[src/rtl/irq_vector_arbiter.sv]
module irq_vector_arbiter #(
  parameter int N_SRC  = 4,
  parameter int IDX_W  = 8,
  parameter int ADDR_W = 4
) (
  input  logic              clk,
  input  logic              rst_n,
  input  logic [N_SRC-1:0]  req_i,
  output logic [N_SRC-1:0]  ack_o,
  output logic              int_o,
  input  logic [ADDR_W-1:0] bus_addr,
  input  logic              bus_wr,
  input  logic              bus_rd,
  input  logic [IDX_W-1:0]  bus_wdata,
  output logic [IDX_W-1:0]  bus_rdata
);
  localparam int SRC_W = (N_SRC > 1) ? $clog2(N_SRC) : 1;
  localparam logic [ADDR_W-1:0] A_INDEX = ADDR_W'(0);
  localparam logic [ADDR_W-1:0] A_CFG   = ADDR_W'(1);
  localparam logic [ADDR_W-1:0] A_MASK  = ADDR_W'(2);
  localparam logic [ADDR_W-1:0] A_EOS   = ADDR_W'(3);
  localparam int A_VEC0 = 4;

  logic             rot_q, active_q;
  logic [N_SRC-1:0] mask_q, ack_q, pend;
  logic [SRC_W-1:0] win_q, last_q, pick;
  logic [IDX_W-1:0] vec_q [N_SRC];
  logic             found;
  logic [SRC_W:0]   cand;

  assign pend  = req_i & ~mask_q;
  assign int_o = active_q;
  assign ack_o = ack_q;

  wire rd_index = bus_rd && (bus_addr == A_INDEX);
  wire eos_hit  = bus_wr && (bus_addr == A_EOS);

  always_comb begin
    found = 1'b0;
    pick  = '0;
    cand  = '0;
    for (int k = 1; k <= N_SRC; k++) begin
      cand = rot_q ? ({1'b0, last_q} + (SRC_W+1)'(k)) : (SRC_W+1)'(k - 1);
      if (cand >= (SRC_W+1)'(N_SRC)) cand = cand - (SRC_W+1)'(N_SRC);
      if (!found && pend[cand[SRC_W-1:0]]) begin
        found = 1'b1;
        pick  = cand[SRC_W-1:0];
      end
    end
  end

  always_ff @(posedge clk or negedge rst_n) begin
    if (!rst_n) begin
      active_q <= 1'b0;
      win_q    <= '0;
      last_q   <= SRC_W'(N_SRC - 1);
      ack_q    <= '0;
    end else begin
      ack_q <= (rd_index && active_q) ? (N_SRC'(1) << win_q) : '0;
      if (active_q) begin
        if (eos_hit) begin
          active_q <= 1'b0;
          last_q   <= win_q;
        end
      end else if (found) begin
        active_q <= 1'b1;
        win_q    <= pick;
      end
    end
  end

  always_ff @(posedge clk or negedge rst_n) begin
    if (!rst_n) begin
      rot_q  <= 1'b0;
      mask_q <= '0;
      for (int i = 0; i < N_SRC; i++) vec_q[i] <= IDX_W'(i + 1);
    end else if (bus_wr) begin
      if (bus_addr == A_CFG)  rot_q  <= bus_wdata[0];
      if (bus_addr == A_MASK) mask_q <= bus_wdata[N_SRC-1:0];
      for (int i = 0; i < N_SRC; i++)
        if (bus_addr == ADDR_W'(A_VEC0 + i)) vec_q[i] <= bus_wdata;
    end
  end

  always_comb begin
    bus_rdata = '0;
    if (bus_addr == A_INDEX)     bus_rdata = active_q ? vec_q[win_q] : '0;
    else if (bus_addr == A_CFG)  bus_rdata = IDX_W'(rot_q);
    else if (bus_addr == A_MASK) bus_rdata = IDX_W'(mask_q);
    else
      for (int i = 0; i < N_SRC; i++)
        if (bus_addr == ADDR_W'(A_VEC0 + i)) bus_rdata = vec_q[i];
  end
endmodule

[config.mk]
export PLATFORM = sky130hd
export DESIGN_NAME = irq_vector_arbiter
export DESIGN_NICKNAME = d
export VERILOG_FILES = /design/src/rtl/irq_vector_arbiter.sv
export SDC_FILE = /design/constraint.sdc
export NUM_CORES = 1
export LEC_CHECK = 0
export BUFFER_PORTS_ARGS = -buffer_cell sky130_fd_sc_hd__buf_2
export CAP_MARGIN = 20
export CELL_PAD_IN_SITES_DETAIL_PLACEMENT = 1
export CELL_PAD_IN_SITES_GLOBAL_PLACEMENT = 2
export CORE_ASPECT_RATIO = 0.6
export CORE_MARGIN = 2
export CORE_UTILIZATION = 39
export DETAILED_ROUTE_END_ITERATION = 16
export HOLD_SLACK_MARGIN = 0.03
export PLACE_DENSITY = 0.8
export SLEW_MARGIN = 20
export SYNTH_ARGS = -nofsm -noshare
export SYNTH_HDL_FRONTEND = slang
export SYNTH_SLANG_ARGS = --single-unit
[constraint.sdc]
create_clock -name clk -period 1.92 [get_ports clk]
set_input_delay 0.096 -clock clk [delete_from_list [all_inputs] [get_ports clk]]
set_output_delay 0.096 -clock clk [all_outputs]
set_load 0.01 [all_outputs]
# Yosys cells after proc, flatten, opt, wreduce, memory -nomap -nowiden
# Cells that the tools add are included.
[op_classes]
n_addsub = 8
mul = 0
div_mod_pow = 0
order_cmp = 9
n_eq_ne = 7
shift = 1
muxes = 39
bitwise = 4
reduce_logical = 18
[ops]
columns = ["cell", "n"]
rows = [
  ["$mux W8", 10],
  ["$bmux W8 S2", 1],
  ["$eq A4 B3 Y1 const B", 4],
  ["$mux W2", 8],
  ["$reduce_and A2 Y1", 8],
  ["$ge A3 B3 Y1 const B", 5],
  ["$lt A2 B3 Y1 const B", 4],
  ["$mux W3", 4],
  ["$mux W1", 11],
  ["$bmux W1 S2", 4],
  ["$eq A4 B2 Y1 const B", 2],
  ["$sub A2 B1 Y2 const B", 4],
  ["$add A2 B2 Y3 const B", 2],
  ["$logic_and A1 B1 Y1", 6],
  ["$and A4 B4 Y4", 1],
  ["$eq A4 B1 Y1 const B", 1],
  ["$logic_not A4 Y1", 1],
  ["$mux W4", 1],
  ["$not A4 Y4", 1],
  ["$shl A1 B2 Y4 const A", 1],
  ["$add A2 B1 Y3 const B", 1],
  ["$add A2 B3 Y3 const B", 1],
  ["$logic_not A1 Y1", 3],
  ["$not A2 Y3", 1],
  ["$not A1 Y1", 1],
]
[word_totals]
ff_bits = 46
latch_bits = 0
ramBits = 0
mem_bits_ro = 0
input_bits = 20
out_inout_bits = 13
wordCells = 96
mem_count = 0

# Logic depth before layout (Yosys ltp)
[logic_depth]
ltp_word = 18
mapped_depth = 7
depth_no_buf = 5

# Worst setup path before layout
# No wires, ideal clock.
[synth_timing]
path_type = "reg2reg"
start = "register last_q[0]"
end = "register win_q[0]"
setup_ns = 0.124
arrival_ns = 1.628
required_time_ns = 1.796
path_slack_ns = 0.168
stages_incl_launch_ff = 6
n_path_buf = 0
synth_period_minus_slack_ns = 1.752
cell_sequence = "dfstp_2 inv_1 nand2_2 mux4_2 o2bb2ai_1 a211o_1"
[synth_between]
elab_chain_cells = 17
word_cells_on_any_way = 43
cone_classes = "8 x add/sub; 4 x order compare; 24 x mux; 7 x reduce/logical"
[synth_rtl]
columns = ["element", "line_no", "text"]
rows = [
  ["start: declaration", "26", "logic [SRC_W-1:0] win_q, last_q, pick;"],
  ["start signal: assignment", "56", "last_q <= SRC_W'(N_SRC - 1);"],
  ["start signal: assignment", "63", "last_q <= win_q;"],
  ["$add A2 B1 Y3", "43", "cand = rot_q ? ({1'b0, last_q} + (SRC_W+1)'(k)) : (SRC_W+1)'(k - 1);"],
  ["$mux W3", "43", ""],
  ["$ge A3 B3 Y1 / $sub A2 B1 Y2 (equally long branches)", "44", "if (cand >= (SRC_W+1)'(N_SRC)) cand = cand - (SRC_W+1)'(N_SRC);"],
  ["$mux W2", "44", ""],
  ["$bmux W1 S2", "45", "if (!found && pend[cand[SRC_W-1:0]]) begin"],
  ["$mux W1 (implied by the code)", "45", ""],
  ["$mux W1", "45", ""],
  ["$logic_not A1 Y1", "45", ""],
  ["$logic_and A1 B1 Y1", "45", ""],
  ["$mux W1", "45", ""],
  ["$logic_not A1 Y1", "45", ""],
  ["$logic_and A1 B1 Y1", "45", ""],
  ["$mux W1", "45", ""],
  ["$logic_not A1 Y1", "45", ""],
  ["$logic_and A1 B1 Y1", "45", ""],
  ["$mux W1", "45", ""],
  ["$reduce_and A2 Y1 (no line)", "--", ""],
  ["end signal: assignment", "67", "win_q <= pick;"],
  ["end: declaration", "26", ""],
]
# Several ways; a longest one is shown, not always the timed one. The select of a mux whose other input is x is not followed.
# A chain may end at the register's enable or synchronous reset.

# Final worst setup path
[layout_timing]
start = "register win_q[0]"
end = "output port bus_rdata[7]"
[layout_between]
elab_chain_cells = 6
[layout_rtl]
columns = ["element", "line_no", "text"]
rows = [
  ["$not A2 Y3 (implied by the code)", "87", "if (bus_addr == A_INDEX) bus_rdata = active_q ? vec_q[win_q] : '0;"],
  ["$bmux W8 S2", "87", ""],
  ["$mux W8 (implied by the code) (2 in series)", "87", ""],
  ["$mux W8 (2 in series)", "87", ""],
  ["end: declaration", "15", "output logic [IDX_W-1:0] bus_rdata"],
]
# Every way passes these cells. The select of a mux whose other input is x is not followed.

==> results.md <==
* Reg2Reg Depth at 5
* Layout cell share with drive strength beyond 1 at 55.3%
* CP Launch Type: flop
* Worst clock skew at 0.00812 ns
* Die Ht at 66.0 um
* Clk buf depth at 2
* Port Buf Inserts at 32
* CP endpoint kind: output pin
* Finished Layout Cells at 330
* Reg2Reg Setup Slack at 0.10 ns
* I/O Pins at 33
* Top cells by count, synth: 39 x dfrtp_1, 38 x mux2_2, 19 x nand2_1
* WS Path Type: reg2out
* Reg2reg end: win_q[0]
* Routed WL at 6.17 mm
* YS warnings at 0
* Synth area leader: dfrtp_1
* Vias in the first global route at 1899
* Avg Synthesized Cell Area at 13.1 um^2
* Seq/Total Area, Yosys at 46.5%
* Max IR drop VDD at 0.000419 V
* Top cell type's share of synthesized area at 39.1%
* Cell count after synthesis at 191
* Area delta synth->final at 22.0%
* DRT iter0 DRCs at 54
* Largest net degree at the start of global routing at 25
* WHS at 0.0564 ns
* Post-route DRC at 0
* Via count at 1794
* Worst setup endpoint: bus_rdata[7]
* Core area at 0.00614 mm^2
* Fmax at 0.534 GHz
* Period utilization at 97.5%
* DIE AREA at 0.00708 mm^2
* Synth cell types at 35
* DP Cell Count at 318
* Max-cap check violation count at 0
* Pwr dens at 1050 mW/mm^2
* Initial antenna violation count at 0
* Wire per inst at 18.7 um
* Max Transition Viols Final at 0
* Syn nets at 211
* RePlAce Congestion at 0.834
* Reg clk slew, reported paths at 0.09 ns
* First-pass GRT wire length at 10.3 mm
* Top-count cell post-synth: dfrtp_1
* CTS Sinks at 46
* Final Hold Vio Count at 0
* Crit path DAT at 1.78 ns
* DR pass1 iterations at 4
* Post-Route Utilization at 49.6%
* Initial core utilization at 40.7%
* Period minus WS final at 1.87 ns
* Ant diodes at 0
* Gr usage total at 19.9%
* Post-synthesis register bit count at 46
* Main synth FF type: dfrtp_1
* Final ANT Viol Nets at 0
* Die Width at 107 um
* Worst-Margin Slew at 0.601 ns
* RSZ-0062 raised after global routing: true
* Worst skew pair latency at 0.30 ns
* Max FO, Critical Path at 8
* Worst rel slew slack at 59.9%
* Number of buffers created by CTS at 5
* HPWL Detailed at 4.70 mm
* Grt ovf at 0
* CTS Root Cell: clkbuf_8
* Via density at 5.44
* WP data required at 1.82 ns
* Nets@finish at 265
* CTS tree: done
* Async SR Flop Fraction at 100%
* Setup violations, final at 0
* Status: finished clean
* Post-synth EDFFs at 0
* Synth Cell Area at 0.00250 mm^2
* Static Leak at 1.33 nW
* # H-tree levels at 2
* Reg-to-reg startpoint: last_q[0]
* Area contributors post-synth: dfrtp_1 39%, mux2_2 17%, mux4_2 15%
* Worst hold path type: in2reg
* Critical path origin: win_q[0]
* # rows at 22
cells in the final DEF (no fill, tap or decap), types with 3 or more instances in the layout:
cell type,synthesis,routed
buf_4,1,19
buf_2,4,32
mux2_2,38,38
mux4_2,17,17
dfstp_2,7,7
nor2_1,13,12
a21oi_1,4,3
nor2b_1,4,4
nand2_1,19,18
nor3_1,4,4
dfrtp_1,39,37
a22o_1,4,4
inv_1,3,3
nand2b_1,4,4
clkbuf_8,0,6
nand2_2,2,3
layer usage:
layer / vias up / share of wire (%) / global-route usage, %
met2: 34 / 46 / 30.9
met3: 6 / 2.9 / 4.14
met4: 0 / 0.75 / 4.87
met5: - / 0 / 0
met1: 933 / 50 / 28.6
li1: 821 / - / -
where the power goes:
part	switching (mW)	total, mW	internal [mW]
sequential	0.225	1.45	1.22
combinational	0.449	1.12	0.674
clock	0.326	0.617	0.291
total	1.00	3.19	2.19
stage by stage:
| stage | total power [mW] | cell area, um^2 | setup slack, ns | TNS [ns] |
|---|---|---|---|---|
| detailed placement | 2.48 | 2870 | 0.0858 | 0 |
| floorplan | 2.13 | 2500 | 0.168 | 0 |
| finish | 3.19 | 3040 | 0.0490 | 0 |
| global route | 3.39 | 3040 | -0.0586 | -0.234 |
| CTS | 3.17 | 3010 | -0.000300 | -0.000300 |
| global placement | 2.44 | 2870 | 0.111 | 0 |
logic make-up after synthesis:
family                 count (synthesis)  synth area share, %
multiplexers                          55                 32.5
AND/OR/NAND/NOR                       55                 11.7
flip-flops                            46                 46.5
AO/OA/AOI/OAI                         24                 7.12
buffers and inverters                 10                 1.85
XOR/XNOR                               1                0.351
layout make-up:
type,instances,area (um^2)
Clock buffer,7,86.3
Clock inverter,1,5.00
Fill cell,652,3090
Inverter,3,11.3
Multi-Input combinational cell,135,1320
Sequential cell,46,1160
Tap cell,84,105
Timing Repair Buffer,54,353
registers in the layout (all words and copies together), names as in the netlist:
register and flops:
win_q 2, vec_q 32, int_o 1, rot_q 1, last_q 2, ack_o 4, mask_q 4
worst max-delay path, stage by stage, from the launching register on:
cell and delay [ns]:
dfrtp_1 0.38, buf_12 0.14, buf_12 0.12, mux4_2 0.48, a22o_1 0.22, buf_2 0.14
worst min path at each step:
| stage | cells after the start | slack [ns] | endpoint | start |
|---|---|---|---|---|
| 2_1_floorplan | 0 | -0.20 | ack_o[0] | rst_n |
| 3_3_place_gp | 1 | 0.11 | vec_q[13] | rst_n |
| 3_5_place_dp | 1 | 0.12 | vec_q[13] | rst_n |
| 4_1_cts | 3 | 0.05 | ack_o[0] | bus_rd |
| 5_1_grt | 3 | 0.06 | ack_o[0] | bus_rd |
| 6_report | 3 | 0.06 | ack_o[1] | bus_rd |
repair_timing:
action | 4_1_cts | 5_1_grt
resized for setup | 4 | 5
setup buffers | 2 | 1
hold buffers | 1 | 0
setup endpoints to repair | 2 | 8
hold endpoints to repair | 19 | 0
cloned | 0 | 0
pin swaps | 2 | 8
Power figures use the tool's default switching activity.
